--- src/rtl/spi_sens_pkg.sv ---
package spi_sens_pkg;

    typedef enum logic [1:0] {
        ST_CMD   = 2'd0,
        ST_READ  = 2'd1,
        ST_WRITE = 2'd2
    } frame_state_t;

    localparam int ADDR_W = 3;
    localparam int WORD_W = 16;
    localparam int BYTE_W = 8;

    localparam logic [ADDR_W-1:0] ADDR_STAT = 3'd0;
    localparam logic [ADDR_W-1:0] ADDR_CFG  = 3'd1;
    localparam logic [ADDR_W-1:0] ADDR_TEMP = 3'd2;

    localparam logic [BYTE_W-1:0] STAT_POR = 8'h80;

endpackage

--- src/rtl/ones_run_watch.sv ---
module ones_run_watch #(
    parameter int RUN_LEN = 32
) (
    input  logic clk,
    input  logic rst_n,
    input  logic clear,
    input  logic bit_rise,
    input  logic din,
    output logic hit
);
    localparam int CNT_W = $clog2(RUN_LEN);

    logic [CNT_W-1:0] run_cnt;

    always_ff @(posedge clk or negedge rst_n) begin
        if (!rst_n) begin
            run_cnt <= '0;
            hit     <= 1'b0;
        end else begin
            hit <= 1'b0;
            if (clear) begin
                run_cnt <= '0;
            end else if (bit_rise) begin
                if (!din) begin
                    run_cnt <= '0;
                end else if (run_cnt == CNT_W'(RUN_LEN - 1)) begin
                    run_cnt <= '0;
                    hit     <= 1'b1;
                end else begin
                    run_cnt <= run_cnt + 1'b1;
                end
            end
        end
    end

    assert_hit_after_one_R7: assert property (@(posedge clk) disable iff (!rst_n)
        hit |-> ($past(din) && $past(bit_rise) && !$past(clear)));

endmodule

--- src/rtl/busy_window.sv ---
module busy_window #(
    parameter int CYCLES = 100
) (
    input  logic clk,
    input  logic rst_n,
    input  logic start,
    output logic busy
);
    localparam int CNT_W = $clog2(CYCLES + 1);

    logic [CNT_W-1:0] left;

    always_ff @(posedge clk or negedge rst_n) begin
        if (!rst_n)          left <= '0;
        else if (start)      left <= CNT_W'(CYCLES);
        else if (left != '0) left <= left - 1'b1;
    end

    assign busy = (left != '0);

    assert_busy_start_R8: assert property (@(posedge clk) disable iff (!rst_n)
        start |=> busy);

endmodule

--- src/rtl/sens_regs.sv ---
module sens_regs
    import spi_sens_pkg::*;
(
    input  logic              clk,
    input  logic              rst_n,
    input  logic              soft_rst,
    input  logic              temp_load,
    input  logic [WORD_W-1:0] temp_in,
    input  logic              wr_en,
    input  logic [ADDR_W-1:0] addr,
    input  logic [WORD_W-1:0] wr_data,
    output logic [WORD_W-1:0] rd_data
);
    logic [BYTE_W-1:0] cfg_q;
    logic [WORD_W-1:0] temp_q;
    logic              no_sample_q;

    always_ff @(posedge clk or negedge rst_n) begin
        if (!rst_n) begin
            cfg_q       <= '0;
            temp_q      <= '0;
            no_sample_q <= 1'b1;
        end else if (soft_rst) begin
            cfg_q       <= '0;
            temp_q      <= '0;
            no_sample_q <= 1'b1;
        end else begin
            if (temp_load) begin
                temp_q      <= temp_in;
                no_sample_q <= 1'b0;
            end
            if (wr_en && addr == ADDR_CFG) cfg_q <= wr_data[BYTE_W-1:0];
        end
    end

    always_comb begin
        unique case (addr)
            ADDR_STAT: rd_data = {8'h00, no_sample_q, 7'b0};
            ADDR_CFG:  rd_data = {8'h00, cfg_q};
            ADDR_TEMP: rd_data = temp_q;
            default:   rd_data = '0;
        endcase
    end

    assert_temp_no_write_R4: assert property (@(posedge clk) disable iff (!rst_n)
        (wr_en && !temp_load && !soft_rst) |=> $stable(temp_q));

    assert_cfg_hold_R5: assert property (@(posedge clk) disable iff (!rst_n)
        (!wr_en && !soft_rst) |=> $stable(cfg_q));

endmodule

--- src/rtl/spi_sensor_slave.sv ---
module spi_sensor_slave
    import spi_sens_pkg::*;
#(
    parameter int BUSY_CYCLES = 100,
    parameter int RESET_ONES  = 32
) (
    input  logic        clk,
    input  logic        rst_n,
    input  logic        sclk,
    input  logic        cs_n,
    input  logic        din,
    input  logic [15:0] temp_in,
    input  logic        temp_load,
    output logic        dout,
    output logic        dout_en,
    output logic        busy
);
    localparam logic [3:0] LAST_NARROW = 4'(BYTE_W - 1);
    localparam logic [3:0] LAST_WIDE   = 4'(WORD_W - 1);

    frame_state_t state, state_d;

    logic              sclk_q;
    logic              rise, fall;
    logic              soft_rst;
    logic [3:0]        cnt;
    logic [7:0]        cmd_sr;
    logic [ADDR_W-1:0] addr_q;
    logic              cont_q, wide_q, need_load;
    logic [WORD_W-1:0] shreg, wsr, wr_data_q, rd_data, rd_word;
    logic              dout_q, en_q, wr_en_q;

    assign rise = ~cs_n & sclk & ~sclk_q;
    assign fall = ~cs_n & ~sclk & sclk_q;

    wire [7:0] cmd_full   = {cmd_sr[6:0], din};
    wire       cmd_ok     = ~cmd_full[7] & (cmd_full[1:0] == 2'b00) & ~busy;
    wire [3:0] last_idx   = wide_q ? LAST_WIDE : LAST_NARROW;
    wire       repeat_rd  = cont_q & wide_q;

    assign rd_word = wide_q ? rd_data : {rd_data[7:0], 8'h00};

    ones_run_watch #(.RUN_LEN(RESET_ONES)) u_ones (
        .clk(clk), .rst_n(rst_n), .clear(cs_n), .bit_rise(rise),
        .din(din), .hit(soft_rst)
    );

    busy_window #(.CYCLES(BUSY_CYCLES)) u_busy (
        .clk(clk), .rst_n(rst_n), .start(soft_rst), .busy(busy)
    );

    sens_regs u_regs (
        .clk(clk), .rst_n(rst_n), .soft_rst(soft_rst),
        .temp_load(temp_load), .temp_in(temp_in),
        .wr_en(wr_en_q), .addr(addr_q), .wr_data(wr_data_q),
        .rd_data(rd_data)
    );

    always_comb begin
        state_d = state;
        if (cs_n || soft_rst) begin
            state_d = ST_CMD;
        end else if (rise) begin
            unique case (state)
                ST_CMD:   if (cnt == LAST_NARROW && cmd_ok)
                              state_d = cmd_full[6] ? ST_READ : ST_WRITE;
                ST_READ:  if (cnt == last_idx && !repeat_rd) state_d = ST_CMD;
                ST_WRITE: if (cnt == last_idx) state_d = ST_CMD;
                default:  state_d = ST_CMD;
            endcase
        end
    end

    always_ff @(posedge clk or negedge rst_n) begin
        if (!rst_n) state <= ST_CMD;
        else        state <= state_d;
    end

    always_ff @(posedge clk or negedge rst_n) begin
        if (!rst_n) begin
            sclk_q    <= 1'b1;
            cnt       <= '0;
            cmd_sr    <= '0;
            addr_q    <= '0;
            cont_q    <= 1'b0;
            wide_q    <= 1'b0;
            need_load <= 1'b0;
            shreg     <= '0;
            wsr       <= '0;
            wr_data_q <= '0;
            dout_q    <= 1'b0;
            en_q      <= 1'b0;
            wr_en_q   <= 1'b0;
        end else begin
            sclk_q  <= sclk;
            wr_en_q <= 1'b0;
            if (cs_n || soft_rst) begin
                cnt       <= '0;
                en_q      <= 1'b0;
                need_load <= 1'b0;
            end else begin
                if (rise) begin
                    unique case (state)
                        ST_CMD: begin
                            cmd_sr <= cmd_full;
                            if (cnt == LAST_NARROW) begin
                                cnt <= '0;
                                if (cmd_ok) begin
                                    addr_q    <= cmd_full[5:3];
                                    cont_q    <= cmd_full[2];
                                    wide_q    <= (cmd_full[5:3] == ADDR_TEMP);
                                    need_load <= 1'b1;
                                end
                            end else begin
                                cnt <= cnt + 1'b1;
                            end
                        end
                        ST_READ: begin
                            if (cnt == last_idx) begin
                                cnt       <= '0;
                                need_load <= repeat_rd;
                                if (!repeat_rd) en_q <= 1'b0;
                            end else begin
                                cnt <= cnt + 1'b1;
                            end
                        end
                        ST_WRITE: begin
                            wsr <= {wsr[14:0], din};
                            if (cnt == last_idx) begin
                                cnt       <= '0;
                                wr_en_q   <= 1'b1;
                                wr_data_q <= {wsr[14:0], din};
                            end else begin
                                cnt <= cnt + 1'b1;
                            end
                        end
                        default: cnt <= '0;
                    endcase
                end
                if (fall && state == ST_READ) begin
                    en_q      <= 1'b1;
                    need_load <= 1'b0;
                    if (need_load) begin
                        dout_q <= rd_word[15];
                        shreg  <= {rd_word[14:0], 1'b0};
                    end else begin
                        dout_q <= shreg[15];
                        shreg  <= {shreg[14:0], 1'b0};
                    end
                end
            end
        end
    end

    assign dout    = dout_q;
    assign dout_en = en_q;

    assert_cmd_cnt_R1: assert property (@(posedge clk) disable iff (!rst_n)
        (state == ST_CMD) |-> (cnt <= LAST_NARROW));

    assert_dout_quiet_R3: assert property (@(posedge clk) disable iff (!rst_n)
        (cs_n && $past(cs_n)) |-> !dout_en);

    assert_busy_drops_cmd_R8: assert property (@(posedge clk) disable iff (!rst_n)
        (busy && state == ST_CMD) |=> (state == ST_CMD));

    assert_read_only_cmd_R2: assert property (@(posedge clk) disable iff (!rst_n)
        (state == ST_CMD && $past(state) == ST_CMD) |-> !dout_en);

endmodule

--- config.mk ---
export PLATFORM = sky130hd
export DESIGN_NAME = spi_sensor_slave
export DESIGN_NICKNAME = d
export VERILOG_FILES = /design/src/rtl/spi_sens_pkg.sv /design/src/rtl/ones_run_watch.sv /design/src/rtl/busy_window.sv /design/src/rtl/sens_regs.sv /design/src/rtl/spi_sensor_slave.sv
export SDC_FILE = /design/constraint.sdc
export NUM_CORES = 1
export LEC_CHECK = 0
export BUFFER_PORTS_ARGS = -buffer_cell sky130_fd_sc_hd__buf_2
export CAP_MARGIN = 30
export CORE_ASPECT_RATIO = 1.25
export CORE_UTILIZATION = 38
export DETAILED_ROUTE_END_ITERATION = 12
export PLACE_DENSITY_LB_ADDON = 0.08
export RECOVER_POWER = 100
export REMOVE_ABC_BUFFERS = 1
export SYNTH_ARGS = -nofsm -noshare
export SYNTH_HDL_FRONTEND = slang
export SYNTH_SLANG_ARGS = --single-unit
export TNS_END_PERCENT = 20
--- constraint.sdc ---
create_clock -name clk -period 2.7 [get_ports clk]
set_clock_uncertainty 0.1 [all_clocks]
set_input_delay 0.54 -clock clk [delete_from_list [all_inputs] [get_ports clk]]
set_output_delay 0.54 -clock clk [all_outputs]
set_load 0.05 [all_outputs]
==> flow_results.org <==
** Worst setup path
- The signal on the critical path passes through inv_1, ha_1, nand2b_1, nor4_4, inv_1, clkbuf_2.
- The most numerous cell type found on the critical path is sky130_fd_sc_hd__inv_1.
- STA classifies the critical path startpoint as a flip-flop.
- On the worst path, the slowest cell contributes a delay of 0.39 ns.
- Largest fanout on the critical path :: 5
- Class of the most critical setup path :: flip-flop to output pin
- Among all stages on the critical path, the largest delay is contributed by sky130_fd_sc_hd__dfrtp_1.
- Worst R2R End :: addr_q[2]
- Data on the critical path arrives at its endpoint at 1.84 ns.
- For the worst flop-to-flop path, the logic depth is 5.
- Flop-to-flop setup slack :: 0.35 ns
- In this run the critical register-to-register path is launched from state[0].
- The worst setup path is captured at an output pin.
- Data on the critical path is required at its endpoint by 2.06 ns.

** GRT
- The number of antenna violations at the first check in global routing came to 0.
- Global route overflow :: 0
- Number of global-route vias before repair :: 3065
- Global routing consumed, over all layers together, 16.98% of the routing resources.
- Global-route wire length before repair :: 15770 um
- Maximum number of pins on one net before global-route repair :: 37

** Pwr
- In this run the static leakage power is 2.246 nW.
- Pwr Density :: 597.2 nW/um2
- Worst IR Drop VDD :: 0.2681 mV

** Cells and area
- Layout overhead on the synthesized area :: 12.42%
- The repair_antennas step left the layout with diodes totalling 0.
- Utilization after layout :: 43.93%
- Layout cells sized above 1 :: 17.41%
- The library cells used most frequently in the layout, excluding fill and tap cells, are 89 x sky130_fd_sc_hd__dfrtp_1, 64 x sky130_fd_sc_hd__nand2_1, 41 x sky130_fd_sc_hd__nor2_1.
- Most common library cell in the layout ignoring fill and taps :: sky130_fd_sc_hd__dfrtp_1
- Final Net Count :: 474

** Flow run
- Max-cap violations in this run came to 1.

** CTS
- The number of gates resized after CTS was 0.
- Number of CTS-inserted buffers :: 9
- Worst-Skew Late Latency :: 0.34 ns
- Post-CTS Repair Setup Buffers :: 0
- After clock tree synthesis, the clock-pin slew on the worst setup and hold paths is 0.06 ns.
- After clock tree synthesis, the flow added hold-fix buffers numbering 0.
- Clock tree from TritonCTS :: built
- The H-tree was split into 3 levels.
- Root buf cell :: sky130_fd_sc_hd__clkbuf_16
- For this design, the sink count on the clock tree is 91.
- In this run the deepest clock path goes through 2 buffers.

** Timing
- For the finished layout, the period the worst path requires is 2.483 ns.
- Relative slew slack :: -33.17%
- Post-route setup TNS :: 0 ns
- Final Hold Violating Endpoints :: 0
- Setup repair after global routing left no endpoint under its margin.
- Total count of max-transition violations in the final report :: 36
- Setup violations remaining at the end of the flow were counted as 0.
- Maximum clock rate :: 402.7 MHz
- Transition time at the pin with the least slew margin :: 1.998 ns
- The worst path uses 91.98% of the clock period.

** Drt
- After detailed routing, the number of remaining DRC violations is 0.
- In the routed layout, each cell is associated on average with a via count of 5.182.
- Total iterations of the first detailed-routing run :: 4
- DR iter-0 viols :: 126
- Average routed wire per standard cell :: 15.45 um
- Once detail routing completed, the nets flagged for antenna violations numbered 0.
- Final routed wirelength across all metal layers :: 9007 um
- Vias post-DR :: 3021

** Synthesis
- Cell type contributing the most total cell area after synthesis :: sky130_fd_sc_hd__dfrtp_1
- Yosys reg bits :: 91
- Synthesis instantiated 51 different standard cells from the library.
- In this run the mean area of a mapped cell was 10.26 um2.
- Sequential elements use 52.64% of the synthesized area.
- Area share of the leading cell type in the synthesized netlist :: 51.43%
- Flip-flop cell with the highest count after synthesis :: sky130_fd_sc_hd__dfrtp_1
- Gate count of the mapped netlist :: 422
- The mapped netlist covers 4330 um2.
- EDFF count, synth :: 0
- After synthesis, the cell types taking the most area are sky130_fd_sc_hd__dfrtp_1 51%, sky130_fd_sc_hd__mux2_2 7.0%, sky130_fd_sc_hd__nand2_1 5.5%.
- Ys async rst share :: 100.0%
- The Yosys step of the flow raised 0 warnings.

** Die
- Die height :: 121.4 um
- Number of top-level design ports :: 25
- Total die area :: 11830 um2
- Floorplan core area :: 11080 um2
- The initialized floorplan defines 43 standard-cell rows.
- Once the floorplan was initialized, standard cells occupied 39.07% of the core.
- Chip width :: 97.48 um

** Hold path
- Hold wc startpoint :: sclk
- The path with the worst hold slack has its endpoint at sclk_q.
- Along the worst hold path, the cell count comes to 1.
- Path category of the worst min-delay check :: primary input to flip-flop

** Run status
- Result of the run :: finished, violations left
- Violations in the final reports :: max-capacitance violations, max-slew violations

** Placement
- Detailed placement finished with a half-perimeter wire length of 6508 um.
- The congestion estimate from routability-driven global placement came to 0.7535.
- Input and output buffers added on the ports amount to 24.
[kinds of logic (layout without fill, tap and decap cells)]
kind of cell,count (synthesis),count (layout),synth area share [%]
muxes,45,45,11.18
buffers and inverters,34,60,3.091
and+or+nand+nor,156,156,17.71
adders and majority gates,8,8,2.312
DFF,91,91,52.64
xor gates and xnor gates,4,4,0.8092
AOI/OAI and AO/OA,84,84,12.25
[stage by stage]
step	std cells	worst slack [ns]	hold slack [ns]	cell area, um2	power [mW]
after floorplan	399	0.3477	0.1444	4238	1.586
after global placement	568	0.4387	0.3676	4617	1.679
after detailed placement	568	0.4066	0.3759	4617	1.682
after CTS	583	0.2747	0.07343	4912	2.957
after global routing	583	0.08954	0.2662	4868	3.033
final	583	0.2165	0.2613	4868	2.907
[per-layer routing]
layer,GRT usage [%],up-vias,routed length [um]
met4,7.721,0,184
met3,2.650,13,235
li1,-,1517,-
met5,0,-,0
met1,22.04,1451,4198
met2,27.93,40,4388
[how the worst max path moves through the flow]
stage                   startpoint           end  slack [ns]  cells after the start
floorplan               u_ones.hit  wr_data_q[0]        0.35                      4
global placement              cs_n  wr_data_q[7]        0.44                      5
detailed placement            cs_n  wr_data_q[2]        0.41                      5
CTS                 u_busy.left[0]          busy        0.27                      6
global route        u_busy.left[0]          busy        0.09                      6
finish              u_busy.left[0]          busy        0.22                      6
[where the power goes]
part / internal, mW / leakage [nW] / switching, mW / total [mW]
Sequential: 1.43 / 1.20 / 0.0574 / 1.49
Clock: 0.762 / 0.146 / 0.496 / 1.26
Combinational: 0.0761 / 0.895 / 0.0818 / 0.158
[sequential cells by signal, indices dropped and copies added (netlist names), 5 cells and up]
| name | cells |
|---|---|
| cmd_sr | 7 |
| shreg | 15 |
| u_busy.left | 7 |
| u_ones.run_cnt | 5 |
| u_regs.cfg_q | 8 |
| u_regs.temp_q | 16 |
| wr_data_q | 8 |
| wsr | 7 |
[worst max-delay path, delay by kind of cell (launching register included)]
kind / cells / cell delay (ns)
adder cells (fa/ha/maj): 1 / 0.18
AND/OR/NAND/NOR: 2 / 0.38
buffers and inverters: 3 / 0.54
flip-flops: 1 / 0.39
[area by class of cell]
class                   count  area [um2]
flip-flops and latches     91        2280
well taps                 135       168.9
clock buffers              13       260.3
multi-input cells         297        1893
repair buffers             34       190.2
fillers                  1108        6215
inverters                  11       41.29
clock inverters             2       35.03
[cell usage after synthesis (2+ instances only)]
cell                        instances
sky130_fd_sc_hd__inv_1             10
sky130_fd_sc_hd__buf_2              5
sky130_fd_sc_hd__nor2_1            41
sky130_fd_sc_hd__a22o_1             3
sky130_fd_sc_hd__mux2i_1           18
sky130_fd_sc_hd__a21o_1             3
sky130_fd_sc_hd__a221oi_1           6
sky130_fd_sc_hd__nand2_1           64
sky130_fd_sc_hd__or2_2              2
sky130_fd_sc_hd__o22ai_1            7
sky130_fd_sc_hd__a21oi_1           28
sky130_fd_sc_hd__nor2b_1            5
sky130_fd_sc_hd__nor4_1             3
sky130_fd_sc_hd__nand3_1            7
sky130_fd_sc_hd__o31ai_1            3
sky130_fd_sc_hd__clkbuf_1          18
sky130_fd_sc_hd__ha_1               8
sky130_fd_sc_hd__o211ai_1           3
sky130_fd_sc_hd__o2bb2ai_1          2
sky130_fd_sc_hd__and3b_1            3
sky130_fd_sc_hd__dfrtp_1           89
sky130_fd_sc_hd__o21ai_0           16
sky130_fd_sc_hd__dfstp_2            2
sky130_fd_sc_hd__nor3_1             6
sky130_fd_sc_hd__a22oi_1            2
sky130_fd_sc_hd__a211oi_1           8
sky130_fd_sc_hd__xnor2_1            3
sky130_fd_sc_hd__mux2_2            27
sky130_fd_sc_hd__nand3b_1           2
sky130_fd_sc_hd__nand3_2            2
sky130_fd_sc_hd__nand2b_1           6
Power figures use the tool's default switching activity.
